--- src/rtl/pio_bridge_pkg.sv ---
// Shared types for the programmed-I/O bridge.
// Assumes: nothing beyond standard SystemVerilog.
package pio_bridge_pkg;

    // Phase of the device bus cycle.
    typedef enum logic [2:0] {
        PH_IDLE  = 3'd0,
        PH_SETUP = 3'd1,
        PH_PULSE = 3'd2,
        PH_HOLD  = 3'd3,
        PH_DONE  = 3'd4
    } phase_t;

endpackage

--- src/rtl/pio_addr_map.sv ---
// Maps a CPU byte address to the device halfword address lines.
// Each device halfword sits in one 32-bit CPU word. The device index is
// therefore taken from CPU bit 2 upward, and the page bits on top are zero.
// Assumes: window decoding is done outside; upper CPU bits are don't-care.
module pio_addr_map #(
    parameter int CPU_AW    = 32,
    parameter int DEV_AW    = 17,
    parameter int PAGE_BITS = 2
) (
    input  logic [CPU_AW-1:0] cpu_addr,
    output logic [DEV_AW-1:0] dev_addr
);
    localparam int IDX_W = DEV_AW - PAGE_BITS;

    logic unused_addr_bits;

    // Index bits from the word address, page bits forced to zero.
    always_comb begin
        dev_addr = {{PAGE_BITS{1'b0}}, cpu_addr[IDX_W+1:2]};
    end

    assign unused_addr_bits = ^{cpu_addr[CPU_AW-1:IDX_W+2], cpu_addr[1:0]};

endmodule

--- src/rtl/pio_sequencer.sv ---
// Phase sequencer for one device bus cycle: setup, pulse, hold, done.
// Each phase lasts a parameterised number of cycles, counted by one down-counter.
// A skipped request (empty write) goes straight from idle to done.
// Assumes: SETUP_CYC, PULSE_CYC and HOLD_CYC are all at least 1.
module pio_sequencer
    import pio_bridge_pkg::*;
#(
    parameter int SETUP_CYC = 2,
    parameter int PULSE_CYC = 3,
    parameter int HOLD_CYC  = 2
) (
    input  logic   clk,
    input  logic   rst_n,
    input  logic   start,
    input  logic   skip,
    output phase_t phase_o,
    output logic   setup_last_o,
    output logic   pulse_last_o
);
    localparam int MAX_SP  = (SETUP_CYC > PULSE_CYC) ? SETUP_CYC : PULSE_CYC;
    localparam int MAX_CYC = (MAX_SP > HOLD_CYC) ? MAX_SP : HOLD_CYC;
    localparam int CNT_W   = (MAX_CYC > 1) ? $clog2(MAX_CYC) : 1;
    localparam logic [CNT_W-1:0] SETUP_LD = CNT_W'(SETUP_CYC - 1);
    localparam logic [CNT_W-1:0] PULSE_LD = CNT_W'(PULSE_CYC - 1);
    localparam logic [CNT_W-1:0] HOLD_LD  = CNT_W'(HOLD_CYC - 1);

    phase_t           phase_q;
    logic [CNT_W-1:0] cnt_q;
    logic             cnt_zero;

    assign cnt_zero = (cnt_q == '0);

    // Phase and counter update.
    always_ff @(posedge clk) begin
        if (!rst_n) begin
            phase_q <= PH_IDLE;
            cnt_q   <= '0;
        end else begin
            unique case (phase_q)
                PH_IDLE: begin
                    if (start) begin
                        if (skip) begin
                            phase_q <= PH_DONE;
                        end else begin
                            phase_q <= PH_SETUP;
                            cnt_q   <= SETUP_LD;
                        end
                    end
                end
                PH_SETUP: begin
                    if (cnt_zero) begin
                        phase_q <= PH_PULSE;
                        cnt_q   <= PULSE_LD;
                    end else begin
                        cnt_q <= cnt_q - 1'b1;
                    end
                end
                PH_PULSE: begin
                    if (cnt_zero) begin
                        phase_q <= PH_HOLD;
                        cnt_q   <= HOLD_LD;
                    end else begin
                        cnt_q <= cnt_q - 1'b1;
                    end
                end
                PH_HOLD: begin
                    if (cnt_zero) begin
                        phase_q <= PH_DONE;
                    end else begin
                        cnt_q <= cnt_q - 1'b1;
                    end
                end
                PH_DONE: phase_q <= PH_IDLE;
                default: phase_q <= PH_IDLE;
            endcase
        end
    end

    assign phase_o      = phase_q;
    assign setup_last_o = (phase_q == PH_SETUP) && cnt_zero;
    assign pulse_last_o = (phase_q == PH_PULSE) && cnt_zero;

    // an empty write reaches done one cycle after acceptance.
    p_skip_to_done_r9: assert property (@(posedge clk) disable iff (!rst_n)
        (phase_q == PH_IDLE && start && skip) |=> (phase_q == PH_DONE));

    // done follows hold, or idle for a skipped request, and lasts one cycle.
    p_done_entry_r8: assert property (@(posedge clk) disable iff (!rst_n)
        (phase_q == PH_DONE) |=> (phase_q == PH_IDLE));

endmodule

--- src/rtl/pio_data_path.sv ---
// Data registers of the bridge: keeps the write halfword for the whole cycle
// and captures the device halfword when told to.
// Assumes: load and capture never occur in the same cycle.
module pio_data_path #(
    parameter int DW = 16
) (
    input  logic          clk,
    input  logic          rst_n,
    input  logic          load,
    input  logic [DW-1:0] wdata_i,
    input  logic          capture,
    input  logic [DW-1:0] din,
    output logic [DW-1:0] dout_o,
    output logic [DW-1:0] rdata_o
);
    logic [DW-1:0] wr_q;
    logic [DW-1:0] rd_q;

    // Latch write data at request acceptance.
    always_ff @(posedge clk) begin
        if (!rst_n)    wr_q <= '0;
        else if (load) wr_q <= wdata_i;
    end

    // Capture read data on the last strobe cycle.
    always_ff @(posedge clk) begin
        if (!rst_n)       rd_q <= '0;
        else if (capture) rd_q <= din;
    end

    assign dout_o  = wr_q;
    assign rdata_o = rd_q;

endmodule

--- src/rtl/pio16_bridge.sv ---
// Top of the CPU-to-16-bit asynchronous peripheral bridge.
// Accepts one request on valid while idle and runs one timed device bus cycle.
// It then pulses ready for one cycle. A write with no byte strobes skips the bus.
// Assumes: the CPU holds valid, address and data stable until ready, and drops
// valid in the cycle after ready. The tri-state pad sits outside this block.
module pio16_bridge
    import pio_bridge_pkg::*;
#(
    parameter int CPU_AW    = 32,
    parameter int CPU_DW    = 32,
    parameter int DEV_AW    = 17,
    parameter int DEV_DW    = 16,
    parameter int PAGE_BITS = 2,
    parameter int SETUP_CYC = 2,
    parameter int PULSE_CYC = 3,
    parameter int HOLD_CYC  = 2
) (
    input  logic                clk,
    input  logic                rst_n,
    input  logic                cpu_valid,
    input  logic                cpu_write,
    input  logic [CPU_AW-1:0]   cpu_addr,
    input  logic [CPU_DW-1:0]   cpu_wdata,
    input  logic [CPU_DW/8-1:0] cpu_wstrb,
    output logic                cpu_ready,
    output logic [CPU_DW-1:0]   cpu_rdata,
    output logic                dev_cs_n,
    output logic                dev_rd_n,
    output logic                dev_wr_n,
    output logic [DEV_AW-1:0]   dev_addr,
    output logic [DEV_DW-1:0]   dev_dout,
    output logic                dev_doe,
    input  logic [DEV_DW-1:0]   dev_din
);
    localparam int PAD_W = CPU_DW - DEV_DW;

    phase_t              phase;
    logic                setup_last;
    logic                pulse_last;
    logic                accept;
    logic                skip;
    logic                is_wr_q;
    logic [DEV_AW-1:0]   addr_next;
    logic [DEV_AW-1:0]   addr_q;
    logic [DEV_DW-1:0]   rdata_half;
    logic                in_cycle;
    logic                unused_wdata_hi;

    assign accept = cpu_valid && (phase == PH_IDLE);
    assign skip   = cpu_write && (cpu_wstrb == '0);

    pio_addr_map #(
        .CPU_AW   (CPU_AW),
        .DEV_AW   (DEV_AW),
        .PAGE_BITS(PAGE_BITS)
    ) i_addr_map (
        .cpu_addr(cpu_addr),
        .dev_addr(addr_next)
    );

    pio_sequencer #(
        .SETUP_CYC(SETUP_CYC),
        .PULSE_CYC(PULSE_CYC),
        .HOLD_CYC (HOLD_CYC)
    ) i_seq (
        .clk         (clk),
        .rst_n       (rst_n),
        .start       (accept),
        .skip        (skip),
        .phase_o     (phase),
        .setup_last_o(setup_last),
        .pulse_last_o(pulse_last)
    );

    pio_data_path #(
        .DW(DEV_DW)
    ) i_data (
        .clk    (clk),
        .rst_n  (rst_n),
        .load   (accept),
        .wdata_i(cpu_wdata[DEV_DW-1:0]),
        .capture(pulse_last && !is_wr_q),
        .din    (dev_din),
        .dout_o (dev_dout),
        .rdata_o(rdata_half)
    );

    // Register direction and address at acceptance so they stay fixed for the cycle.
    always_ff @(posedge clk) begin
        if (!rst_n) begin
            is_wr_q <= 1'b0;
            addr_q  <= '0;
        end else if (accept) begin
            is_wr_q <= cpu_write;
            addr_q  <= addr_next;
        end
    end

    // Decode device pins from the registered phase.
    always_comb begin
        in_cycle  = (phase == PH_SETUP) || (phase == PH_PULSE) || (phase == PH_HOLD);
        dev_cs_n  = !in_cycle;
        dev_rd_n  = !((phase == PH_PULSE) && !is_wr_q);
        dev_wr_n  = !((phase == PH_PULSE) && is_wr_q);
        dev_doe   = is_wr_q && (setup_last || (phase == PH_PULSE) || (phase == PH_HOLD));
        cpu_ready = (phase == PH_DONE);
    end

    assign dev_addr        = addr_q;
    assign cpu_rdata       = {{PAD_W{1'b0}}, rdata_half};
    assign unused_wdata_hi = ^cpu_wdata[CPU_DW-1:DEV_DW];

    // the two strobes are mutually exclusive.
    p_strobe_excl_r10: assert property (@(posedge clk) disable iff (!rst_n)
        !(!dev_rd_n && !dev_wr_n));

    // a strobe is only ever low inside a chip-select period.
    p_strobe_in_cs_r3: assert property (@(posedge clk) disable iff (!rst_n)
        (!dev_rd_n || !dev_wr_n) |-> !dev_cs_n);

    // the address does not move while chip select stays low.
    p_addr_stable_r2: assert property (@(posedge clk) disable iff (!rst_n)
        (!dev_cs_n && $past(!dev_cs_n)) |-> $stable(dev_addr));

    // data is only driven inside a cycle and never while reading.
    p_doe_window_r6: assert property (@(posedge clk) disable iff (!rst_n)
        dev_doe |-> (!dev_cs_n && dev_rd_n));

    // chip select is still low when a strobe rises.
    p_hold_after_strobe_r7: assert property (@(posedge clk) disable iff (!rst_n)
        ($rose(dev_rd_n) || $rose(dev_wr_n)) |-> !dev_cs_n);

    // ready is a single-cycle pulse.
    p_ready_single_r8: assert property (@(posedge clk) disable iff (!rst_n)
        cpu_ready |=> !cpu_ready);

    // Checker counter for strobe width, compared when the strobe rises.
    logic [15:0] chk_low_q;
    always_ff @(posedge clk) begin
        if (!rst_n)                    chk_low_q <= '0;
        else if (!dev_rd_n || !dev_wr_n) chk_low_q <= chk_low_q + 16'd1;
        else                           chk_low_q <= '0;
    end

    // strobe stays low for exactly the pulse count.
    p_pulse_width_r4: assert property (@(posedge clk) disable iff (!rst_n)
        ($rose(dev_rd_n) || $rose(dev_wr_n)) |-> (chk_low_q == 16'(PULSE_CYC)));

endmodule

--- config.mk ---
export PLATFORM = sky130hd
export DESIGN_NAME = pio16_bridge
export DESIGN_NICKNAME = d
export VERILOG_FILES = /design/src/rtl/pio_bridge_pkg.sv /design/src/rtl/pio_addr_map.sv /design/src/rtl/pio_sequencer.sv /design/src/rtl/pio_data_path.sv /design/src/rtl/pio16_bridge.sv
export SDC_FILE = /design/constraint.sdc
export NUM_CORES = 1
export LEC_CHECK = 0
export ABC_AREA = 1
export ABC_CLOCK_PERIOD_IN_PS = 1800
export BUFFER_PORTS_ARGS = -buffer_cell sky130_fd_sc_hd__buf_4
export CAP_MARGIN = 20
export CORE_MARGIN = 5
export CORE_UTILIZATION = 43
export CTS_BUF_LIST = sky130_fd_sc_hd__clkbuf_2
export DETAILED_ROUTE_END_ITERATION = 16
export PLACE_DENSITY = 0.82
export SYNTH_ARGS = -nofsm -noshare
export SYNTH_HDL_FRONTEND = slang
export SYNTH_SLANG_ARGS = --single-unit
--- constraint.sdc ---
create_clock -name clk -period 1.8 [get_ports clk]
set_clock_uncertainty 0.05 [all_clocks]
set_input_delay 0.36 -clock clk [delete_from_list [all_inputs] [get_ports clk]]
set_output_delay 0.36 -clock clk [all_outputs]
set_load 0.02 [all_outputs]
==> flow_summary.ini, run 1 <==
[run_status]
status = completed

[die]
initial_core_util_pct = 43.6
die-area_um2 = 7060
core_area_um2 = 5410
die_width_um = 84
die_h_um = 84
rows = 27
pin_count = 158

[setup_path]
setup.worst_path.start = i_seq.cnt_q[0]
required_ns = 1.39
timing.rr.start = i_seq.phase_o[1]
path_max_fanout = 2
critPathLaunchType = flip-flop
reg2reg_to = i_data.rdata_o[0]
crit_type = flip-flop to primary output
reg2reg_depth = 6
crit_end = dev_doe
crit_arrival_ns = 1.37
crit_path_end_kind = primary output
rrSetupSlack_ns = 0.18

[power]
power_density_nw_per_um2 = 1330
power.leakage_nw = 1.45
ir_drop_mv = 0.680

[timing]
slew_violations = 0
finalWorstSetupSlack_ns = 0.0196
fmax_mhz = 562
whs_ns = 0.135
setup_viol = 0
finalHoldViolCount = 0
min_period_over_period_pct = 98.9
rsz0062_at_grt = yes
min_period_ns = 1.78
finalSetupTns_ns = 0

[grt]
grt_util_all_layers_pct = 15.4
grt_pass1_vias = 2059
antenna_found_initial = 0
overflow = 0
grt_pass1_wl_um = 9050
grt_max_degree = 35

[layout]
regArea_um2 = 1070
area_growth_pct = 35.9
antennaDiodeCount = 0
fin_nets = 494
multi_input_area_um2 = 1010
final_cell_mix = buf_4, nand2_1, a21oi_1, dfxtp_1, nand3_1
layout_commonest_cell = buf_4
layout-drive-gt1-share_pct = 37.6
fin_area_um2 = 3200
n_fill_cell = 510

[clocking]
cts_tree = built
cts-root-buf = clkbuf_2
clk_latency_ns = 0.41
clk_pin_slew_ns = 0.25
htree_levels = 2
numCtsBuffers = 5
cts.sinks = 53
clockBufferDepth = 2

[routing]
drc = 0
drt-initial-drc-count = 52
drtAntennaViolNets = 0
wl_um = 5790
via_count = 2243
wl_per_cell_um = 12.2
via_per_inst = 4.71
dr.pass1.iters = 4

[worst_hold_path]
holdPathStages = 3
hp-class = input port to flip-flop

[logic_synthesis]
synth_top_family_by_area = simple AND/OR/NAND/NOR gates
synthSimpleGateAreaFrac_pct = 20.0
syn_inst = 299
synth_adder_area_share_pct = 1.59
synth-compound-area-share_pct = 17.6
yosysWarnings = 0
synth_area_um2 = 2350
synth.mux.area_fraction_pct = 0
yosysSeqAreaShare_pct = 45.1
syn-mean-instance-area_um2 = 7.88
yosys.area_share.xor_xnor_pct = 0
synth_cell_type_count = 26
ys_ff_latch = 53

[placement]
dpl_cell_area_um2 = 3070
io_buffers = 106
place_ws_ns = 0.173
globalplace.congestion = 0.776
dp_hpwl_um = 4100

[run]
max-cap-violations = 0
==> timing repair <==
| action | 4_1_cts | 5_1_grt |
|---|---|---|
| hold buffers | 0 | 0 |
| setup endpoints to repair | 4 | 5 |
| pin swaps | 4 | 2 |
| gates resized for setup | 11 | 4 |
| buffers inserted | 6 | 1 |
==> worst min-delay path by stage <==
stage	slack, ns	start	end
finish	0.13	cpu_wdata[14]	i_data.dout_o[14]
global route	0.07	cpu_addr[14]	dev_addr[12]
floorplan	0.45	rst_n	i_data.rdata_o[0]
detailed placement	0.39	i_data.rdata_o[0]	i_data.rdata_o[0]
global placement	0.38	i_data.rdata_o[13]	i_data.rdata_o[13]
CTS	0.09	cpu_wdata[14]	i_data.dout_o[14]
==> report_power, final <==
part	switching, mW	internal [mW]	leakage, nW	total (mW)
sequential	0.184	1.48	0.435	1.66
combinational	1.28	0.858	0.987	2.14
clock	0.355	0.107	0.0292	0.463
==> worst max-delay path, stage by stage (launching register included) <==
cell and delay, ns:
dfxtp_2 0.40, inv_4 0.06, ha_4 0.13, nand3_2 0.06, a21oi_2 0.17, buf_6 0.14
==> metrics by stage <==
step / utilization (%) / std cells / power [mW]
after floorplan: - / 316 / 3.06
after global placement: 56.7 / 461 / 3.60
after detailed placement: 56.7 / 461 / 3.65
after CTS: 58.9 / 475 / 4.25
after global routing: 59.2 / 476 / 4.58
final: 59.2 / 476 / 4.27
==> metal layers <==
layer / wire length (um) / track usage (%) / up-vias
met5: 0 / 0 / -
met4: 47 / 3.80 / 0
met3: 658 / 8.00 / 6
met2: 2750 / 26.5 / 92
met1: 2330 / 16.5 / 1003
li1: - / - / 1142
==> Yosys cell counts <==
master     n  area (um^2)
inv_1     25         93.8
nor2_4     1         11.3
o21ai_1    8         40.0
nor2_1    12         45.0
buf_4     21          158
buf_2      1         5.00
o21ai_2    8         70.1
inv_2      2         7.51
ha_1       3         37.5
nand2_2    2         12.5
nand3b_1   1         7.51
nor2_2     1         6.26
inv_4      1         6.26
nor3_1     1         5.00
conb_1     1         3.75
buf_6      6         67.6
dfxtp_1   53         1060
clkbuf_1   8         30.0
nand3_4    1         17.5
o21ai_0    6         30.0
nand2_1   49          184
nand2_4    1         11.3
a21oi_1   50          250
o22ai_1    1         6.26
nand3_1   34          170
a21oi_2    2         17.5
==> cell families (layout without fill, tap and decap cells) <==
kind of cell | count (synthesis) | in the layout
other cells | 1 | 18
buf+inv | 64 | 152
fa+ha+maj | 3 | 3
flops | 53 | 53
simple gates | 103 | 103
compound gates | 75 | 75
==> layout make-up <==
| type | instances | area share [%] |
|---|---|---|
| multi-input cells | 199 | 31.6 |
| well taps | 72 | 2.82 |
| clock inverters | 1 | 0.235 |
| inverters | 28 | 3.44 |
| flip-flops and latches | 53 | 33.5 |
| clock buffers | 7 | 1.10 |
| repair buffers | 116 | 27.3 |
==> flip-flops by register name, indices dropped and copies added (netlist names) <==
name,cells
i_seq.phase_o,3
i_data.rdata_o,16
i_seq.cnt_q,2
i_data.dout_o,16
dev_addr,15
is_wr_q,1
Power figures use the tool's default switching activity.
==> inputs of run 2 (changes only) <==
--- a/config.mk
+++ b/config.mk
@@ -7,12 +7,12 @@
 export LEC_CHECK = 0
 export ABC_AREA = 1
-export ABC_CLOCK_PERIOD_IN_PS = 1800
+export ABC_CLOCK_PERIOD_IN_PS = 1500
 export BUFFER_PORTS_ARGS = -buffer_cell sky130_fd_sc_hd__buf_4
 export CAP_MARGIN = 20
 export CORE_MARGIN = 5
-export CORE_UTILIZATION = 43
+export CORE_UTILIZATION = 39
 export CTS_BUF_LIST = sky130_fd_sc_hd__clkbuf_2
 export DETAILED_ROUTE_END_ITERATION = 16
-export PLACE_DENSITY = 0.82
+export PLACE_DENSITY = 0.79
 export SYNTH_ARGS = -nofsm -noshare
 export SYNTH_HDL_FRONTEND = slang
==> constraint.sdc (replaced) <==
create_clock -name clk -period 1.5 [get_ports clk]
set_clock_uncertainty 0.05 [all_clocks]
set_input_delay 0.15 -clock clk [delete_from_list [all_inputs] [get_ports clk]]
set_output_delay 0.15 -clock clk [all_outputs]
set_load 0.02 [all_outputs]
==> flow_summary.ini, run 2 (synthesis gave the netlist of run 1 again) <==
[timing]
rsz0062_at_grt = yes
setup_viol = 4
fmax_mhz = 635
finalWorstSetupSlack_ns = -0.0742
finalHoldViolCount = 0
min_period_ns = 1.57
slew_violations = 0
whs_ns = 0.0301
min_period_over_period_pct = 105

[clocking]
cts_tree = built
clk_pin_slew_ns = 0.27
numCtsBuffers = 5
htree_levels = 2
clk_latency_ns = 0.44
cts.sinks = 53
clockBufferDepth = 2
cts-root-buf = clkbuf_2

[setup_path]
crit_arrival_ns = 1.37
required_ns = 1.30
path_max_fanout = 2
crit_type = flip-flop to primary output
crit_path_end_kind = primary output
reg2reg_depth = 8
rrSetupSlack_ns = 0.06
critPathLaunchType = flip-flop

[placement]
io_buffers = 106
dp_hpwl_um = 4330
place_ws_ns = 0.0509
globalplace.congestion = 0.809

[layout]
antennaDiodeCount = 0
final_cell_mix = buf_4, dlygate4sd3_1, a21oi_1, dfxtp_1, nand2_1
area_growth_pct = 67.6
n_fill_cell = 450
regArea_um2 = 1070
multi_input_area_um2 = 1080
layout_commonest_cell = buf_4
layout-drive-gt1-share_pct = 37.3
fin_nets = 554

[power]
internal-power_mw = 3.34
power_density_nw_per_um2 = 1470
power.total_mw = 5.79
switchingPower_mw = 2.45
ir_drop_mv = 0.836
switching_share_pct = 42.3
clkPwrFrac_pct = 9.3
combPwrFrac_pct = 56.3
pwr-share-seq_pct = 34.4
power.leakage_nw = 1.76

[run_status]
status = finished with violations
violations = negative setup slack

[routing]
drt-initial-drc-count = 76
via_per_inst = 4.73
wl_um = 7420
drtAntennaViolNets = 0
drc = 0
dr.pass1.iters = 4
wl_per_cell_um = 13.8
via_count = 2548

[die]
pin_count = 158
die-area_um2 = 7690
initial_core_util_pct = 40.0
core_area_um2 = 5890
die_width_um = 87.7
rows = 28
die_h_um = 87.7

[grt]
grt_max_degree = 35
overflow = 0
grt_util_all_layers_pct = 18.6
antenna_found_initial = 0
grt_pass1_wl_um = 11500
grt_pass1_vias = 2486

[worst_hold_path]
holdPathStages = 6
hp-class = input port to flip-flop

[run]
max-cap-violations = 0
==> run 2: worst paths after layout <==
kind,to,from
max,dev_doe,i_seq.cnt_q[1]
min,i_seq.phase_o[2],cpu_wstrb[1]
min reg2reg,i_data.rdata_o[13],i_data.rdata_o[13]
max reg2reg,dev_addr[13],i_seq.phase_o[1]
==> run 2: final cells by class <==
type                    count  area share [%]
clock inverters             3           0.317
flip-flops and latches     53            27.1
well taps                  75            2.38
clock buffers               5           0.634
inverters                  28            3.11
repair buffers            176            39.1
multi-input cells         199            27.4
==> run 2: through the flow <==
stage	area (um^2)	utilization (%)	instances	TNS, ns
after floorplan	2420	-	316	0
after global placement	3120	53.0	467	0
after detailed placement	3120	53.0	467	0
after CTS	3810	64.7	534	-0.147
after global routing	3950	67.0	539	-0.526
final	3950	67.0	539	-0.136
==> run 2: worst max-delay path, cell delays in order, from the launching register on <==
cell	delay [ns]
dfxtp_2	0.40
inv_4	0.06
ha_4	0.13
nand3_2	0.07
a21oi_2	0.12
buf_4	0.15
==> run 2: power groups by stage <==
stage / logic [mW] / clock network (mW) / registers [mW]
after floorplan: 1.34 / 0 / 2.34
after global placement: 2.47 / 0 / 1.97
after detailed placement: 2.51 / 0 / 1.98
after CTS: 2.96 / 0.558 / 1.98
after global routing: 3.53 / 0.618 / 2.03
final: 3.26 / 0.537 / 1.99
==> run 2: metal layers <==
metal / share of wire, % / vias up / track usage [%]
met3: 9.0 / 19 / 5.55
met1: 39 / 1152 / 20.6
met5: 0 / - / 0
met4: 2.6 / 0 / 6.97
met2: 49 / 110 / 33.2
li1: - / 1267 / -
==> run 2: repair_timing <==
item | in CTS | in global routing
hold endpoints to repair | 51 | 0
gates cloned | 0 | 2
hold buffers | 49 | 0
endpoints found under the setup margin | 5 | 41
buffers inserted | 11 | 4
gates resized for setup | 28 | 18
pin swaps | 5 | 6
==> inputs of run 3 (changes only) <==
- ABC_CLOCK_PERIOD_IN_PS: 1500 -> 1600
- CORE_UTILIZATION: 39 -> 43
- PLACE_DENSITY: 0.79 -> 0.82
- TNS_END_PERCENT: not set -> 20
- clock period: 1.5 -> 1.6 ns (I/O delays scaled with it)
==> flow_summary.ini, run 3 (synthesis gave the netlist of run 1 again) <==
[run_status]
status = completed

[timing]
setup_viol = 0
slew_violations = 0
finalHoldViolCount = 0
fmax_mhz = 645
min_period_ns = 1.55
min_period_over_period_pct = 96.9
rsz0062_at_grt = yes

[clocking]
cts-root-buf = clkbuf_2
clk_latency_ns = 0.42
clk_pin_slew_ns = 0.26
cts_tree = built
numCtsBuffers = 5
cts.sinks = 53
clockBufferDepth = 2
htree_levels = 2

[power]
clkPwrFrac_pct = 10.1
power_density_nw_per_um2 = 1340
power.total_mw = 5.00
internal-power_mw = 2.84
combPwrFrac_pct = 52.0
power.leakage_nw = 1.67
ir_drop_mv = 0.865
switching_share_pct = 43.1
switchingPower_mw = 2.16
pwr-share-seq_pct = 37.9

[routing]
route.top_layer_used = met4
wl_met3_um = 644
wl_um = 7310
wl_per_cell_um = 13.9
drtAntennaViolNets = 0
met2RoutedLength_um = 3600
drc = 0
wl_met1_um = 2830
via_count = 2525
drt-initial-drc-count = 110
via_per_inst = 4.80
dr.pass1.iters = 4

[die]
rows = 27
pin_count = 158
die_h_um = 84
core_area_um2 = 5410
die-area_um2 = 7060
initial_core_util_pct = 43.6
die_width_um = 84

[layout]
layout_commonest_cell = buf_4
antennaDiodeCount = 0
n_fill_cell = 442
fin_nets = 545
layout-drive-gt1-share_pct = 33.7
area_growth_pct = 58.1
final_cell_mix = buf_4, nand2_1, a21oi_1, dlygate4sd3_1, dfxtp_1
fin_area_um2 = 3720
fin_util_pct = 68.9
multi_input_area_um2 = 1020
regArea_um2 = 1070
final_cells = 526

[setup_path]
reg2reg_depth = 9
crit_arrival_ns = 1.34
crit_chain = inv_2 -> ha_4 -> nand3_2 -> a21oi_2 -> buf_4
timing.rr.start = i_seq.phase_o[2]
setup.worst_path.start = i_seq.cnt_q[1]
required_ns = 1.39
reg2reg_to = i_data.rdata_o[9]
critPathLaunchType = flip-flop
crit_path_end_kind = primary output
critPathTopFamily = flip-flops
max_stage_delay_ns = 0.38
path_max_fanout = 2
crit_end = dev_doe
rrSetupSlack_ns = 0.09
cp_num_cells = 5
crit_type = flip-flop to primary output
cp_num_buf_inv = 2
slowest_stage = dfxtp_2

[placement]
io_buffers = 106
dpl_cell_area_um2 = 3090
dp_cells = 462
dp_hpwl_um = 4290
globalplace.congestion = 0.788

[grt]
grt_pass1_wl_um = 11600
antenna_found_initial = 0
grt_util_all_layers_pct = 20.0
grt_max_degree = 35
overflow = 0
grt_pass1_vias = 2407

[worst_hold_path]
hp-class = input port to flip-flop
hp-start = cpu_wstrb[1]

[run]
max-cap-violations = 0
==> run 3: worst min-delay path by stage <==
stage / end / slack, ns / cells after the start
2_1_floorplan: i_data.rdata_o[0] / 0.25 / 2
3_3_place_gp: i_data.rdata_o[3] / 0.36 / 3
3_5_place_dp: i_data.rdata_o[3] / 0.37 / 3
4_1_cts: i_seq.phase_o[2] / 0.02 / 6
5_1_grt: i_data.dout_o[7] / 0.07 / 3
6_report: i_seq.phase_o[2] / 0.06 / 6
==> run 3: stage by stage <==
step,worst slack (ns),TNS [ns],hold WS [ns]
6_report,0.0490,0,0.0551
5_1_grt,-0.0510,-0.0534,0.0684
4_1_cts,-0.00308,-0.00308,0.0192
3_5_place_dp,0.134,0,0.372
3_3_place_gp,0.179,0,0.363
2_1_floorplan,0.252,0,0.248
==> run 3: tightest hold or removal path: stages <==
cell	delay [ns]
buf_4	0.08
inv_1	0.03
nand2_1	0.04
nor2_1	0.06
a21oi_1	0.12
nor3_1	0.05
==> run 3: area by class of cell <==
type	count	share of cell area, %
clock buffer	5	0.672
clock inverter	2	0.303
inverter	28	3.09
multi-input combinational	199	27.3
sequential	53	28.8
tap	72	2.42
timing repair buffer	167	37.4
==> run 3: timing repair <==
action	in CTS	in global routing
gates resized for setup	14	5
hold buffers	49	0
endpoints found under the setup margin	4	9
pin swaps	4	3
endpoints found under the hold margin	51	0
buffers inserted	7	1
==> run 3: metal layers <==
metal  global-route usage (%)  up-vias
met3                     7.40       24
met1                     22.4     1134
met2                     33.8      123
met4                     8.77        0
met5                        0        -
li1                         -     1244
==> run 3: power groups by stage <==
stage	Combinational [mW]	Clock (mW)	Sequential (mW)
4_1_cts	2.54	0.525	1.87
5_1_grt	2.84	0.575	1.93
3_5_place_dp	2.27	0	1.88
2_1_floorplan	1.25	0	2.19
6_report	2.60	0.507	1.89
3_3_place_gp	2.22	0	1.86
